[src/rtl/fe_cfg_pkg.sv]
package fe_cfg_pkg;

    localparam logic [2:0] ADDR_PREFIX = 3'b001;
    localparam logic [3:0] BCAST_ID    = 4'hF;

    localparam logic [6:0] CODE_FAULT  = 7'h00;
    localparam logic [6:0] CODE_MODE   = 7'h01;
    localparam logic [6:0] CODE_LAT    = 7'h02;

    localparam logic [2:0] MODE_RST    = 3'b100;
    localparam logic [7:0] LAT_RST     = 8'h84;

    typedef enum logic [3:0] {
        ST_IDLE,
        ST_ADDR,
        ST_ADDR_ACK,
        ST_CMD,
        ST_CMD_ACK,
        ST_DATA,
        ST_DATA_ACK,
        ST_TX,
        ST_TX_ACK,
        ST_SKIP
    } link_st_e;

    typedef struct packed {
        logic [1:0] scl_m;
        logic [1:0] sda_m;
        logic       scl_p;
        logic       sda_p;
    } sync_t;

    typedef struct packed {
        link_st_e   st;
        logic [7:0] sh;
        logic [3:0] cnt;
        logic [7:0] cmd;
        logic       rw;
        logic       pull;
        logic       wr_en;
        logic [6:0] wr_code;
        logic [7:0] wr_data;
    } link_t;

endpackage

[src/rtl/fe_cfg_sync.sv]
module fe_cfg_sync
    import fe_cfg_pkg::*;
(
    input  logic clk,
    input  logic rst_n,
    input  logic scl_i,
    input  logic sda_i,
    output logic sda_s,
    output logic scl_rise,
    output logic scl_fall,
    output logic bus_start,
    output logic bus_stop
);

    sync_t s_d, s_q;

    always_comb begin
        s_d       = s_q;
        s_d.scl_m = {s_q.scl_m[0], scl_i};
        s_d.sda_m = {s_q.sda_m[0], sda_i};
        s_d.scl_p = s_q.scl_m[1];
        s_d.sda_p = s_q.sda_m[1];
    end

    always_ff @(posedge clk or negedge rst_n) begin
        if (!rst_n) begin
            s_q <= '1;
        end else begin
            s_q <= s_d;
        end
    end

    assign sda_s     = s_q.sda_m[1];
    assign scl_rise  = s_q.scl_m[1] & ~s_q.scl_p;
    assign scl_fall  = ~s_q.scl_m[1] & s_q.scl_p;
    assign bus_start = s_q.scl_m[1] & s_q.scl_p & s_q.sda_p & ~s_q.sda_m[1];
    assign bus_stop  = s_q.scl_m[1] & s_q.scl_p & ~s_q.sda_p & s_q.sda_m[1];

endmodule

[src/rtl/fe_cfg_link.sv]
module fe_cfg_link
    import fe_cfg_pkg::*;
(
    input  logic       clk,
    input  logic       rst_n,
    input  logic [3:0] addr_strap,
    input  logic       sda_s,
    input  logic       scl_rise,
    input  logic       scl_fall,
    input  logic       bus_start,
    input  logic       bus_stop,
    input  logic [7:0] rd_data,
    output logic [6:0] rd_code,
    output logic       wr_en,
    output logic [6:0] wr_code,
    output logic [7:0] wr_data,
    output logic       sda_pull
);

    link_t l_d, l_q;
    logic  addr_hit;

    always_comb begin
        addr_hit = (l_q.sh[7:5] == ADDR_PREFIX) &&
                   ((l_q.sh[4:1] == addr_strap) || (l_q.sh[4:1] == BCAST_ID));
    end

    always_comb begin
        l_d       = l_q;
        l_d.wr_en = 1'b0;
        if (bus_stop) begin
            l_d.st   = ST_IDLE;
            l_d.pull = 1'b0;
        end else if (bus_start) begin
            l_d.st   = ST_ADDR;
            l_d.cnt  = '0;
            l_d.pull = 1'b0;
        end else begin
            unique case (l_q.st)
                ST_ADDR, ST_CMD, ST_DATA: begin
                    if (scl_rise) begin
                        l_d.sh  = {l_q.sh[6:0], sda_s};
                        l_d.cnt = l_q.cnt + 4'd1;
                    end else if (scl_fall && l_q.cnt == 4'd8) begin
                        l_d.cnt = '0;
                        if (l_q.st == ST_ADDR) begin
                            if (addr_hit) begin
                                l_d.pull = 1'b1;
                                l_d.rw   = l_q.sh[0];
                                l_d.st   = ST_ADDR_ACK;
                            end else begin
                                l_d.st   = ST_SKIP;
                            end
                        end else if (l_q.st == ST_CMD) begin
                            l_d.cmd  = l_q.sh;
                            l_d.pull = 1'b1;
                            l_d.st   = ST_CMD_ACK;
                        end else begin
                            l_d.pull    = 1'b1;
                            l_d.wr_en   = 1'b1;
                            l_d.wr_code = l_q.cmd[7:1];
                            l_d.wr_data = l_q.sh;
                            l_d.st      = ST_DATA_ACK;
                        end
                    end
                end
                ST_ADDR_ACK: begin
                    if (scl_fall) begin
                        l_d.cnt = '0;
                        if (l_q.rw) begin
                            l_d.st   = ST_TX;
                            l_d.sh   = rd_data;
                            l_d.pull = ~rd_data[7];
                        end else begin
                            l_d.st   = ST_CMD;
                            l_d.pull = 1'b0;
                        end
                    end
                end
                ST_CMD_ACK: begin
                    if (scl_fall) begin
                        l_d.pull = 1'b0;
                        l_d.cnt  = '0;
                        l_d.st   = l_q.cmd[0] ? ST_SKIP : ST_DATA;
                    end
                end
                ST_DATA_ACK: begin
                    if (scl_fall) begin
                        l_d.pull = 1'b0;
                        l_d.st   = ST_SKIP;
                    end
                end
                ST_TX: begin
                    if (scl_fall) begin
                        l_d.cnt = l_q.cnt + 4'd1;
                        if (l_q.cnt == 4'd7) begin
                            l_d.pull = 1'b0;
                            l_d.st   = ST_TX_ACK;
                        end else begin
                            l_d.sh   = {l_q.sh[6:0], 1'b0};
                            l_d.pull = ~l_q.sh[6];
                        end
                    end
                end
                ST_TX_ACK: begin
                    if (scl_fall) begin
                        l_d.st = ST_SKIP;
                    end
                end
                default: begin
                end
            endcase
        end
    end

    always_ff @(posedge clk or negedge rst_n) begin
        if (!rst_n) begin
            l_q         <= '0;
            l_q.st      <= ST_IDLE;
        end else begin
            l_q <= l_d;
        end
    end

    assign rd_code  = l_q.cmd[7:1];
    assign wr_en    = l_q.wr_en;
    assign wr_code  = l_q.wr_code;
    assign wr_data  = l_q.wr_data;
    assign sda_pull = l_q.pull;


    pull_phase_chk: assert property (@(posedge clk) disable iff (!rst_n)
        l_q.pull |-> (l_q.st == ST_ADDR_ACK || l_q.st == ST_CMD_ACK ||
                      l_q.st == ST_DATA_ACK || l_q.st == ST_TX));


    skip_silent_chk: assert property (@(posedge clk) disable iff (!rst_n)
        (l_q.st == ST_SKIP || l_q.st == ST_IDLE) |-> !l_q.pull);


    read_cmd_no_write_chk: assert property (@(posedge clk) disable iff (!rst_n)
        l_q.wr_en |-> !l_q.cmd[0]);

endmodule

[src/rtl/fe_cfg_regs.sv]
module fe_cfg_regs
    import fe_cfg_pkg::*;
#(
    parameter int         NUM_DAC  = 9,
    parameter logic [6:0] DAC_BASE = 7'h20,
    localparam int        BIAS_W   = 8 * NUM_DAC
) (
    input  logic              clk,
    input  logic              rst_n,
    input  logic              wr_en,
    input  logic [6:0]        wr_code,
    input  logic [7:0]        wr_data,
    input  logic [6:0]        rd_code,
    output logic [7:0]        rd_data,
    input  logic              fifo_fault_i,
    input  logic              pipe_reset_i,
    output logic [2:0]        mode_o,
    output logic [7:0]        latency_o,
    output logic [BIAS_W-1:0] bias_o
);

    typedef struct packed {
        logic [2:0]               mode;
        logic [7:0]               lat;
        logic [NUM_DAC-1:0][7:0]  dac;
        logic                     q_fault;
        logic                     l_fault;
    } regs_t;

    regs_t r_d, r_q;
    logic [NUM_DAC-1:0] dac_wsel;
    logic [NUM_DAC-1:0] dac_rsel;

    for (genvar gi = 0; gi < NUM_DAC; gi++) begin : g_slot
        assign dac_wsel[gi]          = wr_en && (wr_code == 7'(DAC_BASE + gi));
        assign dac_rsel[gi]          = (rd_code == 7'(DAC_BASE + gi));
        assign bias_o[8*gi +: 8]     = r_q.dac[gi];
    end

    always_comb begin
        r_d = r_q;
        if (pipe_reset_i) begin
            r_d.q_fault = 1'b0;
            r_d.l_fault = 1'b0;
        end
        if (fifo_fault_i) begin
            r_d.q_fault = 1'b1;
        end
        if (wr_en) begin
            if (wr_code == CODE_MODE) begin
                r_d.mode = wr_data[2:0];
            end else if (wr_code == CODE_LAT) begin
                r_d.lat     = wr_data;
                r_d.l_fault = 1'b1;
            end
        end
        for (int i = 0; i < NUM_DAC; i++) begin
            if (dac_wsel[i]) begin
                r_d.dac[i] = wr_data;
            end
        end
    end

    always_comb begin
        rd_data = 8'h00;
        if (rd_code == CODE_FAULT) begin
            rd_data = {6'b111111, ~r_q.q_fault, ~r_q.l_fault};
        end else if (rd_code == CODE_MODE) begin
            rd_data = {5'b00000, r_q.mode};
        end else if (rd_code == CODE_LAT) begin
            rd_data = r_q.lat;
        end else begin
            for (int i = 0; i < NUM_DAC; i++) begin
                if (dac_rsel[i]) begin
                    rd_data = r_q.dac[i];
                end
            end
        end
    end

    always_ff @(posedge clk or negedge rst_n) begin
        if (!rst_n) begin
            r_q      <= '0;
            r_q.mode <= MODE_RST;
            r_q.lat  <= LAT_RST;
        end else begin
            r_q <= r_d;
        end
    end

    assign mode_o    = r_q.mode;
    assign latency_o = r_q.lat;


    lat_write_faults_chk: assert property (@(posedge clk) disable iff (!rst_n)
        (wr_en && wr_code == CODE_LAT) |=> (rd_code != CODE_FAULT || !rd_data[0] || $changed(rd_code)));


    restart_clears_chk: assert property (@(posedge clk) disable iff (!rst_n)
        (pipe_reset_i && !fifo_fault_i && !wr_en) |=> (!r_q.q_fault && !r_q.l_fault));


    mode_keeps_chk: assert property (@(posedge clk) disable iff (!rst_n)
        (pipe_reset_i && !wr_en) |=> $stable(mode_o));


    no_stray_write_chk: assert property (@(posedge clk) disable iff (!rst_n)
        !wr_en |=> ($stable(mode_o) && $stable(latency_o) && $stable(bias_o)));

endmodule

[src/rtl/fe_cfg_i2c.sv]
module fe_cfg_i2c
    import fe_cfg_pkg::*;
#(
    parameter int         NUM_DAC  = 9,
    parameter logic [6:0] DAC_BASE = 7'h20,
    localparam int        BIAS_W   = 8 * NUM_DAC
) (
    input  logic              clk,
    input  logic              rst_n,
    input  logic [3:0]        addr_strap,
    input  logic              scl_i,
    input  logic              sda_i,
    output logic              sda_pull_o,
    input  logic              fifo_fault_i,
    input  logic              pipe_reset_i,
    output logic [2:0]        mode_o,
    output logic [7:0]        latency_o,
    output logic [BIAS_W-1:0] bias_o
);

    logic       sda_s, scl_rise, scl_fall, bus_start, bus_stop;
    logic [7:0] rd_data;
    logic [6:0] rd_code;
    logic       wr_en;
    logic [6:0] wr_code;
    logic [7:0] wr_data;

    fe_cfg_sync u_sync (
        .clk       (clk),
        .rst_n     (rst_n),
        .scl_i     (scl_i),
        .sda_i     (sda_i),
        .sda_s     (sda_s),
        .scl_rise  (scl_rise),
        .scl_fall  (scl_fall),
        .bus_start (bus_start),
        .bus_stop  (bus_stop)
    );

    fe_cfg_link u_link (
        .clk        (clk),
        .rst_n      (rst_n),
        .addr_strap (addr_strap),
        .sda_s      (sda_s),
        .scl_rise   (scl_rise),
        .scl_fall   (scl_fall),
        .bus_start  (bus_start),
        .bus_stop   (bus_stop),
        .rd_data    (rd_data),
        .rd_code    (rd_code),
        .wr_en      (wr_en),
        .wr_code    (wr_code),
        .wr_data    (wr_data),
        .sda_pull   (sda_pull_o)
    );

    fe_cfg_regs #(
        .NUM_DAC  (NUM_DAC),
        .DAC_BASE (DAC_BASE)
    ) u_regs (
        .clk          (clk),
        .rst_n        (rst_n),
        .wr_en        (wr_en),
        .wr_code      (wr_code),
        .wr_data      (wr_data),
        .rd_code      (rd_code),
        .rd_data      (rd_data),
        .fifo_fault_i (fifo_fault_i),
        .pipe_reset_i (pipe_reset_i),
        .mode_o       (mode_o),
        .latency_o    (latency_o),
        .bias_o       (bias_o)
    );

endmodule

[config.mk]
export PLATFORM = sky130hd
export DESIGN_NAME = fe_cfg_i2c
export DESIGN_NICKNAME = d
export VERILOG_FILES = /design/src/rtl/fe_cfg_pkg.sv /design/src/rtl/fe_cfg_sync.sv /design/src/rtl/fe_cfg_link.sv /design/src/rtl/fe_cfg_regs.sv /design/src/rtl/fe_cfg_i2c.sv
export SDC_FILE = /design/constraint.sdc
export NUM_CORES = 1
export LEC_CHECK = 0
export ABC_AREA = 1
export BUFFER_PORTS_ARGS = -buffer_cell sky130_fd_sc_hd__buf_4
export CAP_MARGIN = 0
export CORE_ASPECT_RATIO = 0.8
export CORE_MARGIN = 1.5
export CORE_UTILIZATION = 53
export DETAILED_ROUTE_END_ITERATION = 6
export GPL_TIMING_DRIVEN = 0
export MAX_ROUTING_LAYER = met4
export PLACE_DENSITY_LB_ADDON = 0.3
export SLEW_MARGIN = 20
export SYNTH_ARGS = -nofsm -noshare
export SYNTH_HDL_FRONTEND = slang
export SYNTH_HIERARCHICAL = 1
export SYNTH_SLANG_ARGS = --single-unit
[constraint.sdc]
create_clock -name clk -period 1.9 [get_ports clk]
set_input_delay 0 -clock clk [delete_from_list [all_inputs] [get_ports clk]]
set_output_delay 0 -clock clk [all_outputs]
set_load 0.1 [all_outputs]
# Word level (Yosys, flattened, before mapping)
# Cells that the tools add are included.
classes:
  n_addsub: 1
  n_eq_ne: 53
  mux: 60
  bitwise: 21
  n_reduce_logical: 30
ops:
  columns: ["operator", "n"]
  rows:
  - ["two-way mux 8 bit", 17]
  - ["equality test 7 x 6 -> 1 bit (second input constant)", 18]
  - ["two-way mux 16 bit", 7]
  - ["two-way mux 4 bit", 13]
  - ["two-way mux 30 bit", 1]
  - ["AND reduction 7 bit", 4]
  - ["!= test 4 x 3 -> 1 bit (second input constant)", 6]
  - ["one-hot mux 8 bit (3 select lines)", 1]
  - ["equality test 4 x 3 -> 1 bit (second input constant)", 5]
  - ["one-hot mux 4 bit (5 select lines)", 1]
  - ["two-way mux 17 bit", 1]
  - ["one-hot mux 4 bit (4 select lines)", 1]
  - ["AND reduction 8 bit", 2]
  - ["equality test 7 x 1 -> 1 bit (second input constant)", 2]
  - ["equality test 7 x 2 -> 1 bit (second input constant)", 2]
  - ["NOT 1 bit", 14]
  - ["two-way mux 1 bit", 13]
  - ["equality test 4 bit (second input constant)", 3]
  - ["logical AND 1 bit", 11]
  - ["!= test 3 x 2 -> 1 bit (second input constant)", 3]
  - ["equality test 4 x 2 -> 1 bit (second input constant)", 2]
  - ["!= test 4 x 1 -> 1 bit (second input constant)", 2]
  - ["bitwise AND 1 bit", 7]
  - ["zero test 7 bit", 1]
  - ["22 further kinds", 28]
word_totals:
  ff_bits: 133
  output_inout_bits: 84
  word_cells: 191

# Depth between registers and ports, before layout
logic_depth:
  depth_word: 19
  mapped_depth: 18

# Cells and area by module
# Netlist, hierarchy kept.
modules_own_cells:
  columns: ["module", "instances", "cells_each", "area_per_inst_um2"]
  rows:
  - ["fe_cfg_regs", 1, 601, 4647.0]
  - ["fe_cfg_link", 1, 326, 2494.9]
  - ["fe_cfg_sync", 1, 17, 198.9]

# Worst setup path after synthesis
# Ideal clock, no wire load.
synth_timing:
  path_kind: "register -> register"
  from: "register u_link.l_q (netlist bit u_link/rd_code[3])"
  to: "register u_link.l_q (netlist bit u_link/sda_pull)"
  setup_time_ns: 0.120
  arrival_time_ns: 1.694
  t_required_ns: 1.780
  setup_slack_ns: 0.086
  path_stages_with_launch: 18
  n_path_buf: 1
  period_less_slack_ns: 1.814
  cell_sequence: "dfrtp_1 > buf_4 > inv_1 > nand2_1 > nor2_2 > nand3_1 > nand2_1 > inv_1 > nand4_1 > nand2_1 > nand4_1 > nand2_1 > nand2_1 > nor3_1 > a21oi_1 > nand2_1 > nand4_1 > nand2_1"
synth_via:
  elab_chain_cells: 19
  word_cells_on_any_way: 30
  cone_classes: "eq/ne (11); mux (17); bitwise (1); reduce/logical (1)"
synth_rtl:
  columns: ["element", "line", "text"]
  rows:
  - ["start: declaration", "fe_cfg_link.sv:20", "link_t l_d, l_q;"]
  - ["start signal: assignment", "fe_cfg_link.sv:121", "l_q <= l_d;"]
  - ["equality test 7 x 6 -> 1 bit", "fe_cfg_regs.sv:36", "assign dac_rsel[gi] = (rd_code == 7'(DAC_BASE + gi));"]
  - ["two-way mux 8 bit (9 in series)", "fe_cfg_regs.sv:74", "if (dac_rsel[i]) begin"]
  - ["two-way mux 8 bit", "fe_cfg_regs.sv:70", "end else if (rd_code == CODE_LAT) begin"]
  - ["two-way mux 8 bit", "fe_cfg_regs.sv:68", "end else if (rd_code == CODE_MODE) begin"]
  - ["two-way mux 8 bit *", "fe_cfg_regs.sv:66", "if (rd_code == CODE_FAULT) begin"]
  - ["via rd_data[7]", "fe_cfg_i2c.sv:22", "logic [7:0] rd_data;"]
  - ["NOT 1 bit *", "fe_cfg_link.sv:73", "l_d.pull = ~rd_data[7];"]
  - ["two-way mux 1 bit *", "fe_cfg_link.sv:70", "if (l_q.rw) begin"]
  - ["two-way mux 1 bit *", "fe_cfg_link.sv:68", "if (scl_fall) begin"]
  - ["one-hot mux 1 bit (4 select lines) *", "fe_cfg_link.sv:39", "unique case (l_q.st)"]
  - ["two-way mux 1 bit *", "fe_cfg_link.sv:34", "end else if (bus_start) begin"]
  - ["two-way mux 1 bit *", "fe_cfg_link.sv:31", "if (bus_stop) begin"]
# The timed path passes the listed nets; every way through them passes the cells marked *. The select of a mux whose other input is x is not followed.
# A chain may end at the register's enable or synchronous reset.

# Final worst setup path
layout_timing:
  from: "register u_link.l_q (netlist bit u_link/rd_code[6])"
  to: "register u_link.l_q (netlist bit u_link/sda_pull)"
# Same word-level chain as after synthesis.

==> impl_metrics.json <==
{
  "outcome": "complete, but fails checks",
  "violations": "negative setup slack",
  "fmax_mhz": 477.5,
  "place_congestion": 0.9364,
  "rr_worst_depth": 14,
  "dr.first_iter.drc_count": 685,
  "slew-limit-headroom_pct": 56.07,
  "routed_wl_mm": 20.55,
  "port_buffers": 93,
  "insertion_delay_ps": 420,
  "fp-row-count": 38,
  "finClkSkew_ps": 8.292,
  "hold_viol_final": 0,
  "fin_ws_ps": -194.2,
  "antenna_found_initial": 0,
  "power.density_nw_per_um2": 954.3,
  "drv_slew": 0,
  "grt.total_usage_pct": 29.34,
  "dpl.hpwl_mm": 13.70,
  "synth.distinct_cells": 40,
  "pin_count": 94,
  "grt_max_degree": 95,
  "ys_top_cells_by_count": "nand2_1 (293), dfrtp_1 (124), buf_4 (108)",
  "holdWs_ps": 62.28,
  "grt.overflow.total": 0,
  "setup_violations": 8,
  "vias": 6829,
  "synth_fp_nets": 956,
  "syn_inst": 944,
  "layout_min_cycle_time_ps": 2094,
  "htreeDepth": 4,
  "async_flop_share_pct": 100.0,
  "critical_path_arrival_ps": 2400,
  "postRouteAntennaNets": 0,
  "place_inst": 1218,
  "die-area_sq_um": 14570,
  "core_sq_um": 13550,
  "setup_tns_ps": -1047,
  "synth-edff-count": 0,
  "yosys.area.top_type": "dfrtp_1",
  "avgSynthCellArea_sq_um": 7.776,
  "drive_gt1_share_pct": 35.00,
  "synth_ff_type": "dfrtp_1",
  "via_per_inst": 5.323,
  "yosysSeqAreaShare_pct": 45.49,
  "crit_path_max_fanout": 4,
  "instances_no_fill": 1283,
  "synth-compound-area-share_pct": 10.87,
  "cts_tree": "yes",
  "clockRootBuffer": "clkbuf_16",
  "synthMuxAreaShare_pct": 0,
  "worst_slew_pin_slew_ps": 659.0,
  "synth_xor_area_share_pct": 0.2386,
  "fillerInstances": 1035,
  "seq_area_sq_um": 3343,
  "area_delta_synth_final_pct": 29.96,
  "synth_top_family_by_area": "simple AND/OR/NAND/NOR gates",
  "yosys.area_share.simple_pct": 26.45,
  "multi_input_area_sq_um": 3119,
  "vdd_ir_drop_max_mv": 0.6499,
  "final_util_pct": 70.41,
  "initial_core_util_pct": 54.17,
  "wl_per_cell_microns": 16.02,
  "die_h_microns": 108.3,
  "clkTransAtPathRegs_ps": 60,
  "synth_adder_area_share_pct": 0.3409,
  "hold_path_class": "input pin to async pin",
  "cp-end-kind": "flip-flop",
  "cap_violations": 0,
  "clock_path_buffers": 2,
  "die_w_microns": 134.6,
  "crit_path_start_kind": "flip-flop",
  "ys_warn_count": 6,
  "grt_pass1_wl_mm": 31.26,
  "synth-seq-cells": 133,
  "path_class": "flip-flop to flip-flop",
  "drtPass1Iterations": 6,
  "rsz0062_at_grt": "true",
  "clock_sinks": 133,
  "drcViolationCount": 0,
  "antennaDiodeCount": 0,
  "syn_area_sq_um": 7341,
  "cts_buffers": 17,
  "synth_top_area_share_pct": 42.27,
  "required_ps": 2210,
  "fin_crit_sh_pct": 110.2,
  "final_nets": 1102,
  "leakage_uw": 0.004780,
  "synth_area_leaders": "dfrtp_1 (42%), nand2_1 (15%), buf_4 (11%), o21ai_0 (6.5%), inv_1 (3.5%)",
  "grt_pass1_vias": 6071,
  "r2r_slack_ps": -190,
  "synth.most_common_cell": "nand2_1"
}
## path summary, 6_finish.rpt
| kind | start | end |
|---|---|---|
| worst min-delay path | rst_n | u_link/l_q[41]$_DFFE_PN0P_ |
| min in group clk | scl_i | u_sync/s_d[5]$_DFF_PN1_ |
| worst max register to register | u_link/rd_code[6]$_DFFE_PN0P_ | u_link/sda_pull$_DFFE_PN0P_ |
| max in group asynchronous | rst_n | u_regs/latency_o[2]$_DFFE_PN1P_ |
| worst min register to register | u_sync/s_d[3]$_DFF_PN1_ | u_sync/sda_s$_DFF_PN1_ |
| worst max-delay path | u_link/rd_code[6]$_DFFE_PN0P_ | u_link/sda_pull$_DFFE_PN0P_ |
## per-stage QoR
| stage | total power (uW) | cell area, sq um | worst slack (ps) |
|---|---|---|---|
| finish | 9104 | 9540 | -194.2 |
| global route | 9549 | 9540 | -314.3 |
| CTS | 8959 | 9301 | -123.4 |
| detailed placement | 5569 | 8299 | -356.7 |
| global placement | 5508 | 8264 | -376.1 |
| floorplan | 4962 | 7341 | 86.06 |
## layout by cell type (no fill, tap or decap), types with 3 or more instances in the layout
master / count
nand2_1: 279
buf_4: 221
dfrtp_1: 121
o21ai_0: 87
inv_1: 64
o21ai_1: 41
nor2_1: 28
nand3_1: 27
nor2_4: 20
inv_2: 19
nand2_2: 18
clkbuf_16: 17
nand4_1: 16
clkbuf_1: 14
nor2_2: 13
nand3_2: 11
dfstp_2: 9
nand2_4: 7
buf_6: 7
dlygate4sd3_1: 6
a21oi_1: 6
or2_0: 6
nor3_2: 5
o21ai_2: 4
o211ai_1: 4
or2_1: 4
clkinv_2: 3
bufinv_16: 3
clkinvlp_4: 3
buf_2: 3
nor3_1: 3
nor3_4: 3
dfrtp_2: 3
## final cells by class
type	count	area share, %
multi-input cells	599	32.70
plain buffers	121	9.259
clock inverters	9	1.338
well taps	180	2.361
repair buffers	131	10.90
clock buffers	23	4.905
flip-flops and latches	133	35.04
inverters	87	3.502
## sequential cells by signal, summed over array words and instances, names as in the netlist, 2 cells and up
name              flops
u_regs/bias_o        72
u_link/l_q           18
u_link/wr_data        8
u_regs/latency_o      8
u_link/rd_code        7
u_link/wr_code        7
u_regs/mode_o         3
u_sync/s_d            3
u_regs/r_q            2
u_sync/s_q            2
## power breakdown
part / switching, uW / total [uW] / internal, uW
combinational: 1690 / 2500 / 807
sequential: 233 / 3290 / 3050
clock: 1190 / 3320 / 2120
total: 3120 / 9100 / 5980
## metal layers
metal | track usage (%) | part of all wire, % | wire length [microns] | vias to the layer above
met3 | 8.533 | 9.9 | 2034 | 35
li1 | - | - | - | 3210
met1 | 40.26 | 43 | 8804 | 3244
met4 | 8.525 | 1.8 | 376 | 0
met5 | - | 0 | 0 | -
met2 | 42.42 | 45 | 9335 | 340
## logic make-up (layout without fill, tap and decap cells)
group           after synthesis  after routing
simple gates                447            447
fa+ha+maj                     2              2
flops                       133            133
buf+inv                     212            371
compound gates              148            148
xor+xnor                      2              2
## critical path: stages (launching register included)
cell and delay (ps):
dfrtp_2 480, nor2_4 140, nand2_4 110, nor3_4 280, nand2_1 100, nand4_1 150, nand2_1 90, nand4_1 100
nand2_1 70, nand2_2 90, nor3_2 50, a21oi_1 130, nand2_1 70, nand4_1 60, nand2_1 60
## repair_timing
item,CTS,global route
endpoints found under the setup margin,33,72
hold buffers,6,0
buffers inserted,20,10
pin swaps,29,29
hold endpoints to repair,135,0
resized for setup,63,47
gates cloned,1,0
Note: power is estimated with default switching activity, not from simulation.
